**src/rtl/mdet_pkg.sv**
```systemverilog
package mdet_pkg;

    localparam int AXES = 3;

    // Per-axis comparison outcome carried from the magnitude stage
    typedef struct packed {
        logic act_over;     // scaled magnitude above activity threshold
        logic inact_below;  // scaled magnitude below inactivity threshold
        logic ff_below;     // scaled magnitude below free-fall threshold
    } axis_cmp_t;

    // State of a quiet-interval timer
    typedef enum logic [1:0] {
        TM_IDLE  = 2'd0,    // condition not met, count cleared
        TM_COUNT = 2'd1,    // condition met, counting ticks
        TM_SPENT = 2'd2     // event issued, waiting for a break
    } tmr_state_e;

endpackage

```
**src/rtl/mdet_axis_cmp.sv**
```systemverilog
module mdet_axis_cmp
    import mdet_pkg::*;
#(
    parameter int SAMPLE_W = 12,
    parameter int THR_W    = 8
) (
    input  logic [SAMPLE_W-1:0] sample,
    input  logic [THR_W-1:0]    act_thr,
    input  logic [THR_W-1:0]    inact_thr,
    input  logic [THR_W-1:0]    ff_thr,
    output axis_cmp_t           cmp
);

    localparam int SHIFT = SAMPLE_W - THR_W;

    logic [SAMPLE_W-1:0] mag;
    logic [THR_W-1:0]    scaled;

    // Two's complement absolute value; the most negative code maps to 2^(SAMPLE_W-1)
    always_comb begin
        if (sample[SAMPLE_W-1])
            mag = ~sample + {{(SAMPLE_W-1){1'b0}}, 1'b1};
        else
            mag = sample;
        scaled = mag[SAMPLE_W-1 -: THR_W];
    end

    always_comb begin
        cmp.act_over    = (scaled > act_thr);
        cmp.inact_below = (scaled < inact_thr);
        cmp.ff_below    = (scaled < ff_thr);
    end

    initial begin
        if (SHIFT < 0) $error("SAMPLE_W must be at least THR_W");
    end

endmodule

```
**src/rtl/mdet_act.sv**
```systemverilog
module mdet_act
    import mdet_pkg::*;
(
    input  logic            clk,
    input  logic            rst,
    input  logic            smp_valid,
    input  logic [AXES-1:0] over,
    input  logic [AXES-1:0] axes_sel,
    output logic            act_evt
);

    logic hit;

    always_comb hit = |(over & axes_sel);

    always_ff @(posedge clk) begin
        if (rst) act_evt <= 1'b0;
        else     act_evt <= smp_valid & hit;
    end

    AST_ACT_FROM_SAMPLE: assert property (@(posedge clk) disable iff (rst)
        act_evt |-> $past(smp_valid));

endmodule

```
**src/rtl/mdet_quiet_timer.sv**
```systemverilog
module mdet_quiet_timer
    import mdet_pkg::*;
#(
    parameter int LEN_W = 8
) (
    input  logic             clk,
    input  logic             rst,
    input  logic             smp_valid,
    input  logic             smp_quiet,
    input  logic             tick,
    input  logic [LEN_W-1:0] len,
    output logic             fire
);

    tmr_state_e       state;
    logic [LEN_W-1:0] count;
    logic             brk;
    logic             enter;
    logic             step;
    logic             done;

    always_comb begin
        brk   = smp_valid & ~smp_quiet;
        enter = smp_valid &  smp_quiet & (state == TM_IDLE);
        step  = tick & (state == TM_COUNT) & ~brk;
        done  = step & (count >= len);
    end

    always_ff @(posedge clk) begin
        if (rst) begin
            state <= TM_IDLE;
            count <= '0;
            fire  <= 1'b0;
        end else begin
            fire <= done;
            if (brk) begin
                state <= TM_IDLE;
                count <= '0;
            end else if (enter) begin
                state <= TM_COUNT;
                count <= '0;
            end else if (done) begin
                state <= TM_SPENT;
            end else if (step) begin
                count <= count + 1'b1;
            end
        end
    end

    AST_FIRE_AFTER_TICK: assert property (@(posedge clk) disable iff (rst)
        fire |-> $past(tick));
    AST_SINGLE_FIRE: assert property (@(posedge clk) disable iff (rst)
        fire |=> !fire);
    AST_BREAK_RESTARTS: assert property (@(posedge clk) disable iff (rst)
        (smp_valid && !smp_quiet) |=> !fire);

endmodule

```
**src/rtl/motion_event_detector.sv**
```systemverilog
module motion_event_detector
    import mdet_pkg::*;
#(
    parameter int SAMPLE_W = 12,
    parameter int THR_W    = 8
) (
    input  logic                clk,
    input  logic                rst,
    input  logic                smp_valid,
    input  logic [SAMPLE_W-1:0] smp_x,
    input  logic [SAMPLE_W-1:0] smp_y,
    input  logic [SAMPLE_W-1:0] smp_z,
    input  logic                tick_slow,
    input  logic                tick_fast,
    input  logic [THR_W-1:0]    act_thr,
    input  logic [2:0]          act_axes,
    input  logic [THR_W-1:0]    inact_thr,
    input  logic [THR_W-1:0]    inact_len,
    input  logic [2:0]          inact_axes,
    input  logic [THR_W-1:0]    ff_thr,
    input  logic [THR_W-1:0]    ff_len,
    output logic                act_evt,
    output logic                inact_evt,
    output logic                ff_evt
);

    logic [SAMPLE_W-1:0] smp_vec [AXES];
    axis_cmp_t           cmp     [AXES];
    logic [AXES-1:0]     over;
    logic [AXES-1:0]     ibelow;
    logic [AXES-1:0]     fbelow;
    logic                inact_quiet;
    logic                ff_quiet;

    always_comb begin
        smp_vec[0] = smp_x;
        smp_vec[1] = smp_y;
        smp_vec[2] = smp_z;
    end

    for (genvar a = 0; a < AXES; a++) begin : g_axis
        mdet_axis_cmp #(
            .SAMPLE_W (SAMPLE_W),
            .THR_W    (THR_W)
        ) u_cmp (
            .sample    (smp_vec[a]),
            .act_thr   (act_thr),
            .inact_thr (inact_thr),
            .ff_thr    (ff_thr),
            .cmp       (cmp[a])
        );
        assign over[a]   = cmp[a].act_over;
        assign ibelow[a] = cmp[a].inact_below;
        assign fbelow[a] = cmp[a].ff_below;
    end

    // Unselected axes pass; an empty selection never counts as quiet
    always_comb begin
        inact_quiet = (|inact_axes) & (&(ibelow | ~inact_axes));
        ff_quiet    = &fbelow;
    end

    mdet_act u_act (
        .clk       (clk),
        .rst       (rst),
        .smp_valid (smp_valid),
        .over      (over),
        .axes_sel  (act_axes),
        .act_evt   (act_evt)
    );

    mdet_quiet_timer #(.LEN_W(THR_W)) u_inact (
        .clk       (clk),
        .rst       (rst),
        .smp_valid (smp_valid),
        .smp_quiet (inact_quiet),
        .tick      (tick_slow),
        .len       (inact_len),
        .fire      (inact_evt)
    );

    mdet_quiet_timer #(.LEN_W(THR_W)) u_ff (
        .clk       (clk),
        .rst       (rst),
        .smp_valid (smp_valid),
        .smp_quiet (ff_quiet),
        .tick      (tick_fast),
        .len       (ff_len),
        .fire      (ff_evt)
    );

    AST_ACT_MASK_EMPTY: assert property (@(posedge clk) disable iff (rst)
        (smp_valid && act_axes == 3'b000) |=> !act_evt);
    AST_FF_FAST_BASE: assert property (@(posedge clk) disable iff (rst)
        ff_evt |-> $past(tick_fast));
    AST_INACT_SLOW_BASE: assert property (@(posedge clk) disable iff (rst)
        inact_evt |-> $past(tick_slow));

endmodule

```
**config.mk**
```make
export PLATFORM = sky130hd
export DESIGN_NAME = motion_event_detector
export DESIGN_NICKNAME = d
export VERILOG_FILES = /design/src/rtl/mdet_pkg.sv /design/src/rtl/mdet_axis_cmp.sv /design/src/rtl/mdet_act.sv /design/src/rtl/mdet_quiet_timer.sv /design/src/rtl/motion_event_detector.sv
export SDC_FILE = /design/constraint.sdc
export NUM_CORES = 1
export LEC_CHECK = 0
export BUFFER_PORTS_ARGS = -buffer_cell sky130_fd_sc_hd__buf_4
export CAP_MARGIN = 5
export CORE_MARGIN = 2
export CORE_UTILIZATION = 51
export DETAILED_ROUTE_END_ITERATION = 8
export PLACE_DENSITY = 0.8
export SYNTH_ARGS = -nofsm -noshare
export SYNTH_HDL_FRONTEND = slang
export SYNTH_SLANG_ARGS = --single-unit
```
**constraint.sdc**
```tcl
create_clock -name clk -period 11.73 [get_ports clk]
set_input_delay 1.7595 -clock clk [delete_from_list [all_inputs] [get_ports clk]]
set_output_delay 1.7595 -clock clk [all_outputs]
set_load 0.05 [all_outputs]
```
# After elaboration in Yosys (flattened, before gate mapping)
# Index checks and enable logic that the tools add are counted.
classes:
  muxes: 7
  addsub: 5
  multipliers: 0
  div_mod_pow: 0
  n_eq_ne: 2
  order_cmp: 11
  n_shift: 0
  n_reduce_logical: 14
  n_bitwise: 26
ops:
  columns: ["operator", "count"]
  rows:
  - ["8-bit less-than comparator", 6]
  - ["12-bit by 1-bit adder with 12-bit output, second input constant", 3]
  - ["12-bit 2-to-1 mux", 3]
  - ["12-bit NOT", 3]
  - ["8-bit > comparator", 3]
  - ["8-bit by 1-bit adder with 8-bit output, second input constant", 2]
  - ["8-bit greater-or-equal comparator", 2]
  - ["1-bit bitwise AND", 14]
  - ["3-bit OR reduction", 4]
  - ["1-bit NOT", 6]
  - ["3-bit AND reduction", 2]
  - ["2-bit by 1-bit == test with 1-bit output, second input constant", 2]
  - ["2-bit zero test", 2]
  - ["1-bit 2-to-1 mux", 4]
  - ["2-bit AND reduction", 2]
  - ["2-bit nonzero test", 2]
  - ["2-bit OR reduction", 2]
  - ["3-bit bitwise AND", 1]
  - ["3-bit NOT", 1]
  - ["3-bit OR", 1]
totals:
  n_memories: 0
  latchBits: 0
  rom_bits: 0
  ff_bits: 23
  ramBits: 0
  output_inout_bits: 3

# Logic depth before layout (Yosys ltp)
logic_depth:
  ltp_word: 14
  depth_mapped: 15
  ltp_nobuf: 14

# Hierarchy
# A second synthesis with hierarchy kept.
unflattened:
  hier_cells: 467
  hier_area_um2: 3606.0
modules_own_cells:
  columns: ["module", "area_each_um2", "cells_each", "seq_area_each_um2", "n_inst"]
  rows:
  - ["mdet_axis_cmp", 685.7, 96, 0.0, 3]
  - ["mdet_quiet_timer", 734.5, 85, 220.2, 2]
  - ["motion_event_detector", 42.5, 6, 0.0, 1]
  - ["mdet_act", 37.5, 3, 20.0, 1]

# Worst setup path before layout
# OpenSTA, ideal clock, no wires.
synth_path:
  path_kind: "input to register"
  from: "in smp_x[3]"
  to: "reg u_ff.count[5]"
  required_time_ns: 11.658
  path_stages: 13
  t_arrival_ns: 5.159
  slack_ns: 6.499
  setup_ns: 0.072
  path_cell_list: "or4_1 nor4_1 nand2b_1 or3_1 nor3b_1 ha_1 a2111oi_0 o21ai_0 a31oi_1 nand4_1 o21a_1 or4_1 a21oi_1"
synth_via:
  elab_chain_len: 12
synth_lines:
  columns: ["element", "line_no", "rtl"]
  rows:
  - ["start, declared", "motion_event_detector.sv:10", "input logic [SAMPLE_W-1:0] smp_x,"]
  - ["12-bit NOT *", "mdet_axis_cmp.sv:22", "mag = ~sample + {{(SAMPLE_W-1){1'b0}}, 1'b1};"]
  - ["12-bit by 1-bit adder with 12-bit output *", "mdet_axis_cmp.sv:22", null]
  - ["12-bit 2-to-1 mux *", "mdet_axis_cmp.sv:21", "if (sample[SAMPLE_W-1])"]
  - ["8-bit less-than comparator *", "mdet_axis_cmp.sv:31", "cmp.ff_below = (scaled < ff_thr);"]
  - ["3-bit AND reduction *", "motion_event_detector.sv:60", "ff_quiet = &fbelow;"]
  - ["1-bit NOT", "mdet_quiet_timer.sv:23", "brk = smp_valid & ~smp_quiet;"]
  - ["1-bit bitwise AND", "mdet_quiet_timer.sv:23", null]
  - ["1-bit NOT", "mdet_quiet_timer.sv:25", "step = tick & (state == TM_COUNT) & ~brk;"]
  - ["1-bit bitwise AND", "mdet_quiet_timer.sv:25", null]
  - ["1-bit bitwise AND", "mdet_quiet_timer.sv:26", "done = step & (count >= len);"]
  - ["1-bit NOT (no line)", null, null]
  - ["2-bit AND reduction (no line)", null, null]
  - ["end signal, assigned", "mdet_quiet_timer.sv:45", "count <= count + 1'b1;"]
  - ["end, declared", "mdet_quiet_timer.sv:16", "logic [LEN_W-1:0] count;"]
# Every way passes the cells marked *; elsewhere a longest branch is shown, timed or not.
# A chain may end at the register's enable or synchronous reset.

# Final worst setup path
layout_path:
  from: "in smp_x[3]"
  to: "reg u_ff.count[3]"
# The elaborated chain is that of the path after synthesis.

==> results.json <==
{
  "finalClockSkew_ns": 0.00418,
  "cts-resized-gates": 0,
  "drc": 7,
  "synth_ff_type": "dfxtp_1",
  "crit_family": "simple AND/OR/NAND/NOR gates",
  "antenna_found_initial": 0,
  "ant_nets": 0,
  "die_x_um": 85.8,
  "rows": 29,
  "initial_utilization": 0.531,
  "worst-path-buf-inv": 1,
  "outcome": "finished, violations left",
  "critPathMaxFanout": 16,
  "cts_max_path_buffers": 2,
  "cp_common_cell": "or4_1",
  "p_leak_nw": 2.02,
  "violations": "DRC",
  "slew_headroom": 0.433,
  "syn_nets": 595,
  "clk_transition_reported_paths_ns": 0.08,
  "crit_chain": "buf_4 > or4_1 > nor4_1 > nand2b_1 > or3_1 > nor3b_1 > ha_1 > a2111oi_0 > o21ai_0 > a31oi_1 > nand4_1 > o21a_1 > or4_1 > a21oi_1",
  "yosysSeqAreaShare": 0.135,
  "numCtsBuffers": 3,
  "postSynthRegisterBits": 23,
  "cts.sinks": 23,
  "endpoint_kind": "flip-flop",
  "dr.pass1.iters": 7,
  "htreeDepth": 1,
  "root_buffer": "clkbuf_8",
  "utilization": 0.654,
  "grt_pass1_wl_um": 14300,
  "rrSetupSlack_ns": 9.23,
  "cts_tree": "done",
  "synth_area_leaders": "ha_1, dfxtp_1, inv_1, a21oi_1, xnor2_1",
  "die_h_um": 85.8,
  "finalCriticalPeriod_ns": 5.88,
  "fp.dieArea_sq_mm": 0.00736,
  "slowest_delay_ns": 0.57,
  "yosys_warnings": 0,
  "dp_slack_ns": 5.66,
  "slowest_stage": "or4_1",
  "rsz0062_at_grt": "false",
  "worstSkewPairLatency_ns": 0.26,
  "grt.total_usage": 0.231,
  "slew_violations": 0,
  "async_flop_share": 0,
  "avgViaCountPerCell": 5.83,
  "synth_top_cell_area_share": 0.308,
  "max_freq_ghz": 0.170,
  "tns_ns": 0,
  "startpoint_type": "primary input",
  "nets": 684,
  "fillers": 582,
  "cap_violations": 0,
  "hold_buffers": 0,
  "post_cts_buffers": 0,
  "setup_ws_ns": 5.85,
  "detail_route.wl_per_cell_um": 14.3,
  "drt_wl_total_um": 8430,
  "synth_edf_count": 0,
  "critPathKind": "in -> reg",
  "diodes": 0,
  "netlist_instances": 424,
  "final_layout_size_suffix_gt1_frac": 0.191,
  "power.density_mw_per_mm2": 61.0,
  "hold_path.class": "reg -> reg",
  "yosysTopAreaCell": "ha_1",
  "grt_overflow": 0,
  "ios": 90,
  "ys_types": 46,
  "setup_viol": 0,
  "vdd_drop_max_uv": 34.2,
  "post-route-period-util": 0.501,
  "syn_area_sq_mm": 0.00341,
  "dpl.hpwl_um": 7300,
  "drtIter0Drc": 137,
  "synth.avg_cell_area_sq_um": 8.05,
  "grt_max_degree": 20,
  "place.gp.congestion": 0.892,
  "port_buffers": 89,
  "grt_pass1_vias": 3315,
  "vias": 3433,
  "hold_viol": 0,
  "required_ns": 11.93,
  "coreArea_sq_mm": 0.00642,
  "cp_data_arrival_time_ns": 6.08,
  "area_growth_pct": 23.2,
  "tightestPinTransition_ns": 0.849
}
==> worst reg2reg max path: stages (launching register included) <==
cell and delay, ns:
dfxtp_1 0.34, ha_1 0.29, a2111oi_0 0.53, o211a_1 0.28
o21bai_1 0.29, or4_1 0.56, a21oi_1 0.14
==> worst paths after layout <==
path	startpoint	depth (start not counted)	to
setup / recovery	smp_x[3]	14	u_ff.count[3]
hold / removal	u_ff.count[7]	2	u_ff.count[7]
setup reg to reg	u_ff.count[5]	6	u_ff.count[3]
hold reg to reg	u_ff.count[7]	2	u_ff.count[7]
==> synthesized netlist by cell type (2+ instances only) <==
| cell | number |
|---|---|
| ha_1 | 84 |
| inv_1 | 50 |
| a21oi_1 | 35 |
| o21ai_0 | 28 |
| dfxtp_1 | 23 |
| xnor2_1 | 18 |
| nand2_1 | 17 |
| o31ai_1 | 17 |
| or4_1 | 15 |
| nand4_1 | 14 |
| a21o_1 | 11 |
| nand2b_1 | 11 |
| nor2_1 | 10 |
| nand3_1 | 9 |
| nor2b_1 | 7 |
| nor3b_1 | 6 |
| nor4_1 | 5 |
| o211ai_1 | 5 |
| or3_1 | 5 |
| a211oi_1 | 4 |
| and3_1 | 4 |
| clkbuf_1 | 4 |
| nor3_1 | 4 |
| a2111oi_0 | 3 |
| and2_1 | 3 |
| o21bai_1 | 3 |
| o41ai_2 | 3 |
| xor2_1 | 3 |
| a21boi_0 | 2 |
| a311oi_1 | 2 |
| a31oi_1 | 2 |
| o2111ai_1 | 2 |
| o21a_1 | 2 |
==> layer usage <==
| metal | part of all wire | vias to the layer above | track usage |
|---|---|---|---|
| li1 | - | 1777 | - |
| met1 | 0.47 | 1568 | 0.309 |
| met2 | 0.47 | 84 | 0.409 |
| met3 | 0.060 | 4 | 0.0327 |
| met4 | 0.0052 | 0 | 0.0216 |
| met5 | 0 | - | 0 |
==> flip-flops by register name, summed over array words and instances (netlist names) <==
name,cells
u_inact.fire,1
u_act.act_evt,1
u_ff.state,2
u_inact.state,2
u_inact.count,8
u_ff.count,8
u_ff.fire,1
==> placed cells by master, fill, tap and decap left out, drive strengths merged, types with 2 or more instances in the layout <==
cell / netlist / routed
a2111oi: 3 / 3
a211oi: 4 / 4
a21boi: 2 / 2
a21o: 11 / 11
a21oi: 36 / 36
a311oi: 2 / 2
a31oi: 2 / 2
and2: 3 / 3
and3: 4 / 4
buf: 1 / 89
clkbuf: 4 / 3
dfxtp: 23 / 23
ha: 84 / 84
inv: 50 / 50
nand2: 17 / 17
nand2b: 11 / 11
nand3: 9 / 9
nand4: 14 / 14
nor2: 10 / 10
nor2b: 7 / 7
nor3: 4 / 4
nor3b: 6 / 6
nor4: 5 / 5
o2111ai: 2 / 2
o211ai: 5 / 5
o21a: 2 / 2
o21ai: 28 / 28
o21bai: 3 / 3
o31ai: 17 / 17
o41ai: 3 / 3
or3: 5 / 5
or4: 15 / 15
xnor2: 18 / 18
xor2: 3 / 3
==> where the power goes <==
part           leakage, nW   total, W  internal (W)  switching (W)
Combinational         1.81   0.000127     0.0000592      0.0000680
Clock               0.0255  0.0000492     0.0000237      0.0000255
Sequential           0.186  0.0000801     0.0000792    0.000000919
Total                 2.02   0.000256      0.000162      0.0000944
==> stage by stage <==
| stage | power [W] | hold slack, ns | area (sq um) | cells |
|---|---|---|---|---|
| global route | 0.000276 | 0.528 | 4200 | 589 |
| global placement | 0.000202 | 0.472 | 4160 | 585 |
| finish | 0.000256 | 0.494 | 4200 | 589 |
| CTS | 0.000257 | 0.496 | 4200 | 589 |
| floorplan | 0.000159 | 0.456 | 3410 | 424 |
| detailed placement | 0.000208 | 0.482 | 4160 | 585 |
==> cell families after synthesis <==
kind of cell | after synthesis | share of synthesized area
buf+inv | 55 | 0.0609
simple gates | 115 | 0.198
xor+xnor | 21 | 0.0539
fa+ha+maj | 84 | 0.308
flops | 23 | 0.135
compound gates | 126 | 0.245
==> area by class of cell <==
class,count,area [sq um],area share
timing repair buffer,89,668,0.159
inverter,50,188,0.0447
clock inverter,1,5.00,0.00119
sequential,23,460,0.110
multi-input combinational,346,2740,0.653
clock buffer,3,41.3,0.00982
tap,77,96.3,0.0229
(Power assumes the default switching activity.)
